<file path="src/rtl/te_fs_pkg.sv">
package te_fs_pkg;
  typedef enum logic [1:0] {PS_IDLE, PS_HDR, PS_CMD, PS_PAY} pk_state_t;

  localparam logic [1:0] A_XFER = 2'd0;
  localparam logic [1:0] A_HDR  = 2'd1;
  localparam logic [1:0] A_CTRL = 2'd2;
  localparam logic [1:0] A_STAT = 2'd3;

  // Bytes in the next packet: the length field (command byte included,
  // zero treated as one), cut to what is left of the budget.
  function automatic logic [23:0] pkt_chunk(input logic [15:0] len, input logic [23:0] rem);
    logic [23:0] l;
    l = (len == 16'd0) ? 24'd1 : {8'd0, len};
    return (l < rem) ? l : rem;
  endfunction
endpackage

</file>
<file path="src/rtl/te_fs_bta.sv">
module te_fs_bta (
  input  logic clk,
  input  logic rst_n,
  input  logic req_set,
  input  logic ta_done,
  input  logic te_evt,
  input  logic armed,
  input  logic frame_done,
  output logic ta_req,
  output logic ta_cmpl,
  output logic te_seen
);
  logic [1:0] ta_cnt;
  logic       te_ok;

  assign ta_cmpl = ta_req && ta_done;
  assign te_ok   = te_evt && armed && (ta_cnt == 2'd2);

  always_ff @(posedge clk) begin
    if (!rst_n) begin
      ta_req  <= 1'b0;
      ta_cnt  <= 2'd0;
      te_seen <= 1'b0;
    end else begin
      if (ta_cmpl)               ta_req <= 1'b0;
      else if (req_set)          ta_req <= 1'b1;
      if (frame_done)            ta_cnt <= 2'd0;
      else if (ta_cmpl && ta_cnt != 2'd2) ta_cnt <= ta_cnt + 2'd1;
      if (frame_done)            te_seen <= 1'b0;
      else if (te_ok)            te_seen <= 1'b1;
    end
  end

  p_selfclear_r3: assert property (@(posedge clk) disable iff (!rst_n)
    ta_req && ta_done |=> !ta_req);
  p_te_needs_arm_r5: assert property (@(posedge clk) disable iff (!rst_n)
    $rose(te_seen) |-> $past(armed) && $past(te_evt));
endmodule

</file>
<file path="src/rtl/te_fs_pktz.sv">
module te_fs_pktz
  import te_fs_pkg::*;
#(
  parameter int CNT_W = 24,
  parameter logic [7:0] CMD_BYTE = 8'h2C
) (
  input  logic             clk,
  input  logic             rst_n,
  input  logic             go,
  input  logic [CNT_W-1:0] rem,
  input  logic [15:0]      len,
  input  logic [31:0]      hdr,
  input  logic             px_valid,
  input  logic [7:0]       px_data,
  output logic             px_ready,
  input  logic             tx_ready,
  output logic             tx_valid,
  output logic [7:0]       tx_data,
  output logic             tx_last,
  output logic             byte_take,
  output logic             pkt_done,
  output logic             frame_done
);
  pk_state_t        st;
  logic [1:0]       hidx;
  logic [CNT_W-1:0] left;

  always_comb begin
    tx_valid  = 1'b0;
    tx_data   = 8'h00;
    tx_last   = 1'b0;
    px_ready  = 1'b0;
    byte_take = 1'b0;
    unique case (st)
      PS_HDR: begin
        tx_valid = 1'b1;
        tx_data  = hdr[8*hidx +: 8];
      end
      PS_CMD: begin
        tx_valid  = 1'b1;
        tx_data   = CMD_BYTE;
        tx_last   = (left == 1);
        byte_take = tx_ready;
      end
      PS_PAY: begin
        tx_valid  = px_valid;
        tx_data   = px_data;
        tx_last   = px_valid && (left == 1);
        px_ready  = tx_ready;
        byte_take = px_valid && tx_ready;
      end
      default: ;
    endcase
    pkt_done   = byte_take && (left == 1);
    frame_done = pkt_done && (rem == 1);
  end

  always_ff @(posedge clk) begin
    if (!rst_n) begin
      st   <= PS_IDLE;
      hidx <= 2'd0;
      left <= '0;
    end else begin
      unique case (st)
        PS_IDLE: if (go && rem != 0) begin
          st   <= PS_HDR;
          hidx <= 2'd0;
          left <= pkt_chunk(len, rem);
        end
        PS_HDR: if (tx_ready) begin
          if (hidx == 2'd3) st <= PS_CMD;
          hidx <= hidx + 2'd1;
        end
        default: if (byte_take) begin
          left <= left - 1'b1;
          if (st == PS_CMD) st <= PS_PAY;
          if (pkt_done) begin
            hidx <= 2'd0;
            if (frame_done) st <= PS_IDLE;
            else begin
              st   <= PS_HDR;
              left <= pkt_chunk(len, rem - 1'b1);
            end
          end
        end
      endcase
    end
  end

  p_last_valid_r6: assert property (@(posedge clk) disable iff (!rst_n)
    tx_last |-> tx_valid);
  p_hold_hdr_r6: assert property (@(posedge clk) disable iff (!rst_n)
    (st == PS_HDR) && !tx_ready |=> $stable(tx_data));
endmodule

</file>
<file path="src/rtl/te_frame_sender.sv">
module te_frame_sender
  import te_fs_pkg::*;
#(
  parameter int CNT_W = 24,
  parameter logic [7:0] CMD_BYTE = 8'h2C
) (
  input  logic        clk,
  input  logic        rst_n,
  input  logic        reg_wr,
  input  logic [1:0]  reg_addr,
  input  logic [31:0] reg_wdata,
  input  logic [3:0]  reg_be,
  output logic [31:0] reg_rdata,
  output logic        ta_req,
  input  logic        ta_done,
  input  logic        te_evt,
  input  logic        tx_fifo_full,
  input  logic        rx_fifo_nonempty,
  input  logic        px_valid,
  input  logic [7:0]  px_data,
  output logic        px_ready,
  output logic        tx_valid,
  output logic [7:0]  tx_data,
  output logic        tx_last,
  input  logic        tx_ready
);
  localparam int PAD_W = 30 - CNT_W;

  logic             wr_ok;
  logic             armed;
  logic [CNT_W-1:0] rem;
  logic [31:0]      hdr;
  logic             sent_f, ta_f;
  logic             ta_cmpl, te_seen;
  logic             byte_take, pkt_done, frame_done;
  logic             req_set;

  assign wr_ok   = reg_wr && (reg_be == 4'hF);
  assign req_set = wr_ok && (reg_addr == A_CTRL) && reg_wdata[6];

  always_ff @(posedge clk) begin
    if (!rst_n) begin
      armed  <= 1'b0;
      rem    <= '0;
      hdr    <= '0;
      sent_f <= 1'b0;
      ta_f   <= 1'b0;
    end else begin
      if (wr_ok && reg_addr == A_XFER && !armed) begin
        rem   <= reg_wdata[CNT_W-1:0];
        armed <= reg_wdata[30] && (reg_wdata[CNT_W-1:0] != 0);
      end else begin
        if (byte_take)  rem   <= rem - 1'b1;
        if (frame_done) armed <= 1'b0;
      end
      if (wr_ok && reg_addr == A_HDR) hdr <= reg_wdata;
      sent_f <= (sent_f && !(wr_ok && reg_addr == A_STAT && reg_wdata[2])) || pkt_done;
      ta_f   <= (ta_f   && !(wr_ok && reg_addr == A_STAT && reg_wdata[5])) || ta_cmpl;
    end
  end

  always_comb begin
    unique case (reg_addr)
      A_XFER:  reg_rdata = {1'b0, armed, {PAD_W{1'b0}}, rem};
      A_HDR:   reg_rdata = hdr;
      A_CTRL:  reg_rdata = {11'd0, rx_fifo_nonempty, 3'd0, tx_fifo_full, 9'd0, ta_req, 6'd0};
      default: reg_rdata = {26'd0, ta_f, 2'd0, sent_f, 2'd0};
    endcase
  end

  te_fs_bta u_bta (
    .clk(clk), .rst_n(rst_n), .req_set(req_set), .ta_done(ta_done),
    .te_evt(te_evt), .armed(armed), .frame_done(frame_done),
    .ta_req(ta_req), .ta_cmpl(ta_cmpl), .te_seen(te_seen)
  );

  te_fs_pktz #(.CNT_W(CNT_W), .CMD_BYTE(CMD_BYTE)) u_pktz (
    .clk(clk), .rst_n(rst_n), .go(armed && te_seen), .rem(rem),
    .len(hdr[23:8]), .hdr(hdr), .px_valid(px_valid), .px_data(px_data),
    .px_ready(px_ready), .tx_ready(tx_ready), .tx_valid(tx_valid),
    .tx_data(tx_data), .tx_last(tx_last), .byte_take(byte_take),
    .pkt_done(pkt_done), .frame_done(frame_done)
  );

  p_px_gate_r8: assert property (@(posedge clk) disable iff (!rst_n)
    px_ready |-> armed && te_seen && (rem != 0));
  p_no_underflow_r7: assert property (@(posedge clk) disable iff (!rst_n)
    byte_take |-> rem != 0);
  p_arm_clear_r10: assert property (@(posedge clk) disable iff (!rst_n)
    frame_done |=> !armed);
  p_idle_quiet_r5: assert property (@(posedge clk) disable iff (!rst_n)
    !te_seen |-> !tx_valid);
endmodule

</file>
<file path="config.mk">
export PLATFORM = sky130hd
export DESIGN_NAME = te_frame_sender
export DESIGN_NICKNAME = d
export VERILOG_FILES = /design/src/rtl/te_fs_pkg.sv /design/src/rtl/te_fs_bta.sv /design/src/rtl/te_fs_pktz.sv /design/src/rtl/te_frame_sender.sv
export SDC_FILE = /design/constraint.sdc
export NUM_CORES = 1
export LEC_CHECK = 0
export BUFFER_PORTS_ARGS = -buffer_cell sky130_fd_sc_hd__buf_2
export CAP_MARGIN = 20
export CORE_MARGIN = 2
export CORE_UTILIZATION = 25
export DETAILED_ROUTE_END_ITERATION = 12
export PLACE_DENSITY = 0.41
export SYNTH_ARGS = -nofsm -noshare
export SYNTH_HDL_FRONTEND = slang
export SYNTH_HIERARCHICAL = 1
export SYNTH_SLANG_ARGS = --single-unit
</file>
<file path="constraint.sdc">
create_clock -name clk -period 6.6 [get_ports clk]
set_input_delay 1.32 -clock clk [delete_from_list [all_inputs] [get_ports clk]]
set_output_delay 1.32 -clock clk [all_outputs]
set_load 0.1 [all_outputs]
</file>
; Yosys cells after proc, flatten, opt, wreduce, memory -nomap -nowiden
; Index checks and enable logic that the tools add are counted.
[totals]
reg_bits = 91
word_cells = 110
[classes]
n_addsub = 4
magnitude_cmp = 2
eq_ne = 15
n_shift = 1
muxes = 31
bitwise_logic = 2
n_reduce_logical = 44
[op_table]
columns = op, count
row1 = $mux 24, 8
row2 = $pmux 32 s3, 1
row3 = $eq 24x1->1 const B, 2
row4 = $lt 24x24->1, 2
row5 = $pmux 24 s2, 1
row6 = $reduce_bool 24->1, 2
row7 = $sub 24x1->24 const B, 2
row8 = $shiftx 32x6->8, 1
row9 = $pmux 8 s3, 1
row10 = $logic_and 1x1->1, 22
row11 = $mux 2, 10
row12 = $logic_not 16->1, 1
row13 = $mux 16, 1
row14 = $eq 2x2->1 const B, 6
row15 = $pmux 2 s2, 2
row16 = $pmux 1 s2, 3
row17 = $reduce_bool 2->1, 3
row18 = $reduce_bool 3->1, 2
row19 = $reduce_or 2->1, 3
row20 = $reduce_and 5->1, 1
row21 = $add 2x1->2 const B, 2
row22 = $eq 2x1->1 const B, 2
row23 = $eq 4x4->1 const B, 1
row24 = $logic_not 2->1, 2
row25 = 9 further kinds, 18

; Logic depth before layout (Yosys ltp)
; Gate-level depths: netlist of the first run.
[logic_depth]
word_depth = 8
mapped_depth = 16
depth_no_buf = 15

; By module
; Netlist of the first run, hierarchy kept.
[by_module_without_submodules]
columns = module, instances, cells_each, area_each_um2, seq_area_each_um2
row1 = te_fs_pktz, 1, 484, 3783.6, 560.5
row2 = te_frame_sender, 1, 391, 3025.4, 1181.1
row3 = te_fs_bta, 1, 19, 182.7, 80.1

; Worst setup path before layout of the first run
; Ideal clock, no wire load.
[synth_path]
path_type = input-to-output
start = input port px_valid
end = output port tx_last
arrival_time_ns = 4.565
required_ns = 5.280
setup_slack_ns = 0.715
stages = 2
path_cell_list = a21o_1 > nor4b_1
[synth_via]
elab_chain_cells = 2
[synth_lines]
columns = element, line_no
row1 = "start, declared", te_frame_sender.sv:19  ; input logic px_valid,
row2 = $logic_and 1x1->1, te_fs_pktz.sv:48  ; tx_last = px_valid && (left == 1);
row3 = $pmux 1 s2, te_fs_pktz.sv:34  ; unique case (st)
row4 = "end, declared", te_frame_sender.sv:24  ; output logic tx_last,
; Every way passes these cells.

; Worst setup path in the final report of the first run
[layout_path]
start = input port reg_addr[0]
end = output port reg_rdata[27]
[layout_via]
elab_chain_cells = 2
word_cells_on_any_way = 4
classes_between = eq/ne (2) / mux (1) / reduce/logical (1)
[layout_lines]
columns = element, line_no
row1 = "start, declared", te_frame_sender.sv:10  ; input logic [1:0] reg_addr,
row2 = "$eq 2x2->1, or another cell as far along", te_frame_sender.sv:63  ; unique case (reg_addr)
row3 = $pmux 32 s3 (*), te_frame_sender.sv:63
row4 = "end, declared", te_frame_sender.sv:13  ; output logic [31:0] reg_rdata,
; Mark *: on every way between the ends. The rest lies on a longest branch, timed or not.

==> results of run 1 <==
[cell usage after synthesis (7+ instances only)]
| cell type | count | area (um^2) |
|---|---|---|
| nand2_1 | 104 | 390 |
| dfxtp_1 | 91 | 1820 |
| nor2_1 | 83 | 312 |
| a21oi_1 | 74 | 370 |
| clkbuf_1 | 50 | 188 |
| o21ai_0 | 45 | 225 |
| ha_1 | 41 | 513 |
| mux2i_1 | 41 | 410 |
| inv_1 | 40 | 150 |
| xnor2_1 | 22 | 193 |
| nand3_1 | 18 | 90.1 |
| nor3_1 | 18 | 90.1 |
| a31oi_1 | 16 | 100 |
| and2_1 | 16 | 100 |
| nor4_1 | 15 | 93.8 |
| a211oi_1 | 13 | 97.6 |
| or3_1 | 13 | 81.3 |
| a221oi_1 | 11 | 96.3 |
| or4_1 | 11 | 82.6 |
| nand4_1 | 10 | 62.6 |
| o31ai_1 | 10 | 75.1 |
| o211ai_1 | 9 | 67.6 |
| mux4_2 | 8 | 180 |
| xor2_1 | 8 | 70.1 |
| a21o_1 | 7 | 52.6 |
| a311oi_1 | 7 | 61.3 |
| and3_1 | 7 | 43.8 |
| or2_2 | 7 | 43.8 |
[critical path, cell delays in order]
cell	delay, ps
buf_2	710
nor2b_1	480
and2_1	200
buf_2	420
[layout make-up]
cell class,count,area [um^2],area share [%]
clock buffers,10,229,2.84
multi-input cells,702,4760,59.1
repair buffers,103,528,6.55
flip-flops and latches,91,1820,22.6
well taps,378,473,5.86
clock inverters,6,95.1,1.18
inverters,41,154,1.91
[power by group]
part	switching [mW]	internal, mW	total, mW	leakage (nW)
Sequential	0.0400	0.578	0.618	0.734
Clock	0.258	0.337	0.595	0.151
Combinational	0.410	0.237	0.646	2.34
Total	0.708	1.15	1.86	3.22
[stage by stage]
stage | setup slack (ps) | area [um^2] | cells
final | 2150 | 8070 | 1331
after CTS | 2120 | 8070 | 1331
after global routing | 1940 | 8070 | 1331
after global placement | 2160 | 7740 | 1315
after floorplan | 715 | 6990 | 894
after detailed placement | 2130 | 7740 | 1315
[worst paths after layout]
| path | startpoint | end | slack, ps | cells past startpoint |
|---|---|---|---|---|
| worst max-delay path | reg_addr[0] | reg_rdata[27] | 2150 | 4 |
| worst min-delay path | u_bta/ta_cnt[1] | u_bta/ta_cnt[1] | 460 | 2 |
| worst max register to register | rem[0] | u_pktz/left[1] | 2310 | 14 |
| worst min register to register | u_bta/ta_cnt[1] | u_bta/ta_cnt[1] | 460 | 2 |
[flip-flops by register name (all words and copies together) (netlist names)]
register       count
hdr               32
rem               24
u_pktz/left       24
u_bta/ta_cnt       2
u_pktz/hidx        2
u_pktz/st          2
armed              1
sent_f             1
ta_f               1
u_bta/ta_req       1
u_bta/te_seen      1
[routing by layer]
metal	vias up	share of wire, %	GRT usage (%)
met5	-	0	0
met4	0	2.6	6.37
met3	39	3.9	2.49
met2	191	48	32.0
met1	3329	46	25.1
li1	3383	-	-
[logic make-up (layout without fill, tap and decap cells)]
kind of cell,after synthesis,count (layout),share of synthesized area [%]
and+or+nand+nor,344,344,26.2
AOI/OAI and AO/OA,233,233,21.6
buffers and inverters,101,160,5.80
DFF,91,91,26.1
muxes,54,54,9.25
adders and majority gates,41,41,7.34
xor gates and xnor gates,30,30,3.76
==> flow_summary.ini, run 1 <==
[yosys]
synthCells = 894
yosysUniqueCellTypes = 74
ys_seq_area_share_pct = 26.1
syn_area_mm2 = 0.00699
syn_nets = 990
yosysWarnings = 6
avgSynthCellArea_um2 = 7.82
ys_async_sr_fraction_pct = 0
synth_seq_cells = 91
ys.flop_type = dfxtp_1
synth_enable_flop_cells = 0

[floorplanning]
initial_core_util_pct = 25.3
dieArea_mm2 = 0.0293
die_h_um = 171
core-area_mm2 = 0.0276
die_w_um = 171
rows = 61
io_pins = 99

[sta]
fmax_mhz = 225
fin_skew_ps = 17.1
slew_viol_final = 0
hold_viol_final = 0
fin_tns_setup_ps = 0
relSlewSlack_pct = 32.2
fin_crit_sh_pct = 67.5
period_needed_ps = 4450
worst_pin_slew_ps = 1020
finalSetupViolations = 0
fin_hold_ws_ps = 460
grt_setup_unrepaired = no

[clock_tree]
clockBufferDepth = 2
clockRootBuffer = clkbuf_16
cts.sinks = 91
cts_resized = 0
clk_latency_ps = 360
htree_levels = 3
clkTransAtPathRegs_ps = 80
cts_buffers = 9
hold_buffers = 0
cts_setup_buffers = 0
cts_tree = built

[grt]
grt_pass1_wl_um = 42200
grt.total_usage_pct = 19.0
antenna_found_initial = 0
grt_max_degree = 48
grt_pass1_vias = 6901
overflow = 0

[routing]
first_pass_iters = 5
drc = 0
vias = 6942
antenna_left = 0
routed_wl_um = 27400
dr.first_iter.drc_count = 353
wl_per_cell_um = 20.6
viasPerCell = 5.22

[critical_path]
crit_type = input pin to output pin
crit_path_end_kind = output pin
crit_required_ps = 5280
crit_fanout = 32
worstPathArrival_ps = 3130
worstSetupStartpointType = input pin

[worst_hold_path]
hp-class = flip-flop to flip-flop

[pwr]
max-vdd-ir-drop_mv = 0.149
total_power_mw = 1.86
pwr_density_cell_mw_per_mm2 = 231
power.leakage_nw = 3.22

[outcome]
outcome = finished, final reports clean

[finish]
final_util_pct = 29.2
fillCellCount = 3091
nets = 1044
layout_common_cells = 104 x nand2_1, 98 x buf_2, 91 x dfxtp_1
n_antenna_cell = 0
area_growth_pct = 15.4
layout_commonest_cell = nand2_1
drive_gt1_share_pct = 17.1

[placement]
io_buffers = 98
routabilityCongestion = 0.891
dp_hpwl_um = 20100

[job]
drv_cap = 0
(Power assumes the default switching activity.)
==> inputs of run 2 (changes only) <==
--- a/config.mk
+++ b/config.mk
@@ -5,6 +5,7 @@
 export SDC_FILE = /design/constraint.sdc
 export NUM_CORES = 1
 export LEC_CHECK = 0
+export ABC_AREA = 1
 export BUFFER_PORTS_ARGS = -buffer_cell sky130_fd_sc_hd__buf_2
 export CAP_MARGIN = 20
 export CORE_MARGIN = 2
==> constraint.sdc (replaced) <==
create_clock -name clk -period 4.4 [get_ports clk]
set_input_delay 0.88 -clock clk [delete_from_list [all_inputs] [get_ports clk]]
set_output_delay 0.88 -clock clk [all_outputs]
set_load 0.1 [all_outputs]
==> run 2 against run 1 <==
Net effect: sequential cell count is the same; via count grew 27%; clock skew down 3.7 ps; synthesized cell count rose by 50%; cell area up 15%; first-iteration DRC count rose by 46%; clock-buffer cell count unchanged; synthesized area grew 16%; setup slack worse by 1100 ps; sequential share of layout area down 3.0 points; non-clock buffer count is 16 higher.
==> flow_summary.ini, run 2 <==
[routing]
dr.first_iter.drc_count = 517
antenna_left = 0
drc = 0
routed_wl_um = 33400
vias = 8840
wl_per_cell_um = 18.3
viasPerCell = 4.86
first_pass_iters = 5

[sta]
hold_viol_final = 0
period_needed_ps = 3380
finalSetupViolations = 0
fmax_mhz = 295
fin_crit_sh_pct = 76.9
relSlewSlack_pct = 34.5
worst_pin_slew_ps = 982
fin_tns_setup_ps = 0
slew_viol_final = 0
fin_skew_ps = 13.4
grt_setup_unrepaired = no

[placement]
place_area_mm2 = 0.00900
dp_cells = 1804
routabilityCongestion = 0.844
dp_hpwl_um = 26100
io_buffers = 98

[yosys]
ys_seq_area_share_pct = 22.5
synthCells = 1341
ys.flop_type = dfxtp_1
synth_enable_flop_cells = 0
yosysWarnings = 6
synth_seq_cells = 91
syn_nets = 1437
netlist_top_cells_count = 263 x nand2_1, 207 x inv_1, 175 x nor2_1, 113 x nand3_1, 105 x a21oi_1
synth_top_area_share_pct = 22.5
syn_area_mm2 = 0.00810
synth_top_area_cell = dfxtp_1
yosysUniqueCellTypes = 44
ys_async_sr_fraction_pct = 0
avgSynthCellArea_um2 = 6.04
yosys-top-cells-area = dfxtp_1 22%, nand2_1 12%, inv_1 9.6%
yosysMostFrequentCell = nand2_1

[grt]
antenna_found_initial = 1
grt_pass1_wl_um = 51800
grt_pass1_vias = 8902
grt_max_degree = 47
grt.total_usage_pct = 20.2
overflow = 0

[clock_tree]
htree_levels = 3
clkTransAtPathRegs_ps = 70
cts_setup_buffers = 0
hold_buffers = 0
cts_tree = built
cts_resized = 0
clk_latency_ps = 380
cts_buffers = 9
clockRootBuffer = clkbuf_16
clockBufferDepth = 2
cts.sinks = 91

[finish]
drive_gt1_share_pct = 13.6
n_antenna_cell = 0
area_growth_pct = 15.0
nets = 1509
layout_commonest_cell = nand2_1
stdcell_count = 1820
reg_top3 = hdr: 32 flops, rem: 24 flops, u_pktz/left: 24 flops
top_register = hdr
fin_area_mm2 = 0.00931
largest_reg_flops = 32
final_util_pct = 29.4
layout_common_cells = 263 x nand2_1, 207 x inv_1, 175 x nor2_1

[worst_hold_path]
holdPathEnd = hdr[27]
hold_depth = 2
hold_path.startpoint = hdr[27]
hp-class = flip-flop to flip-flop

[pwr]
max-vdd-ir-drop_mv = 0.157
power.leakage_nw = 4.52
pwr_density_cell_mw_per_mm2 = 345

[critical_path]
reg2reg_from = rem[0]
crit_fanout = 19
ff2ff_path_depth = 18
worstSetupStartpointType = flip-flop
crit_type = flip-flop to output pin
worstPathArrival_ps = 2500
worstReg2RegEnd = u_pktz/left[0]
crit_path_end_kind = output pin
timing.reg2reg.setup_slack_ps = 1050
crit_required_ps = 3520

[floorplanning]
core-area_mm2 = 0.0317
die_h_um = 184
rows = 65
initial_core_util_pct = 25.5
io_pins = 99
die_w_um = 184
dieArea_mm2 = 0.0339

[job]
drv_cap = 0

[outcome]
outcome = finished, final reports clean
==> run 2: changes by cell type in the layout (fill, tap and decap cells not counted), moves of 26 or more <==
cell | previous run | this run
inv_1 | 40 | 207
nand2_1 | 104 | 263
nand3_1 | 18 | 113
nor2_1 | 83 | 175
mux2i_1 | 41 | 0
a21oi_1 | 74 | 105
xor2_1 | 8 | 34
==> run 2: worst max-delay path by stage <==
stage,start,endpoint,slack (ps),cells after the start
2_1_floorplan,px_valid,u_pktz/left[0],570,12
3_3_place_gp,reg_addr[0],reg_rdata[10],830,6
3_5_place_dp,reg_addr[0],reg_rdata[6],1080,7
4_1_cts,u_pktz/hidx[0],tx_data[5],1000,6
5_1_grt,rem[0],u_pktz/left[11],620,20
6_report,u_pktz/hidx[0],tx_data[5],1020,6
==> run 2: cells by family after synthesis <==
kind of cell / after synthesis / share of synthesized area, %
adders and majority gates: 41 / 6.33
DFF: 91 / 22.5
buffers and inverters: 276 / 13.5
xor gates and xnor gates: 41 / 4.43
AOI/OAI and AO/OA: 245 / 17.2
and+or+nand+nor: 647 / 36.1
==> run 2: layout make-up <==
class	count	area, um^2
multi-input cells	974	5180
clock buffers	10	239
repair buffers	119	668
flip-flops and latches	91	1820
inverters	218	821
well taps	402	503
fillers	3681	22400
clock inverters	6	72.6
==> run 2: per-stage QoR <==
stage	hold slack [ps]	setup WS [ps]	power, mW
floorplan	441	568	2.00
global placement	467	826	2.36
detailed placement	468	1080	2.36
CTS	480	996	3.24
global route	518	617	3.48
finish	476	1020	3.21
==> run 2: worst max-delay path, cell delays in order, from the launching register on <==
cell and delay, ps:
dfxtp_1 680, clkinv_1 550, nor2_1 260, o32ai_1 140, nand2_1 100, a21oi_1 70, buf_2 340
==> run 2: where the power goes <==
group	total, mW	internal, mW	switching [mW]
sequential	0.933	0.871	0.0615
combinational	1.41	0.513	0.898
clock	0.871	0.464	0.406
total	3.21	1.85	1.37
==> run 2: layer usage <==
layer / global-route usage [%] / routed length [um] / vias up
li1: - / - / 4494
met1: 26.2 / 15400 / 4111
met2: 34.3 / 15700 / 192
met3: 2.95 / 1340 / 41
met4: 6.43 / 918 / 2
met5: 0 / 13 / -
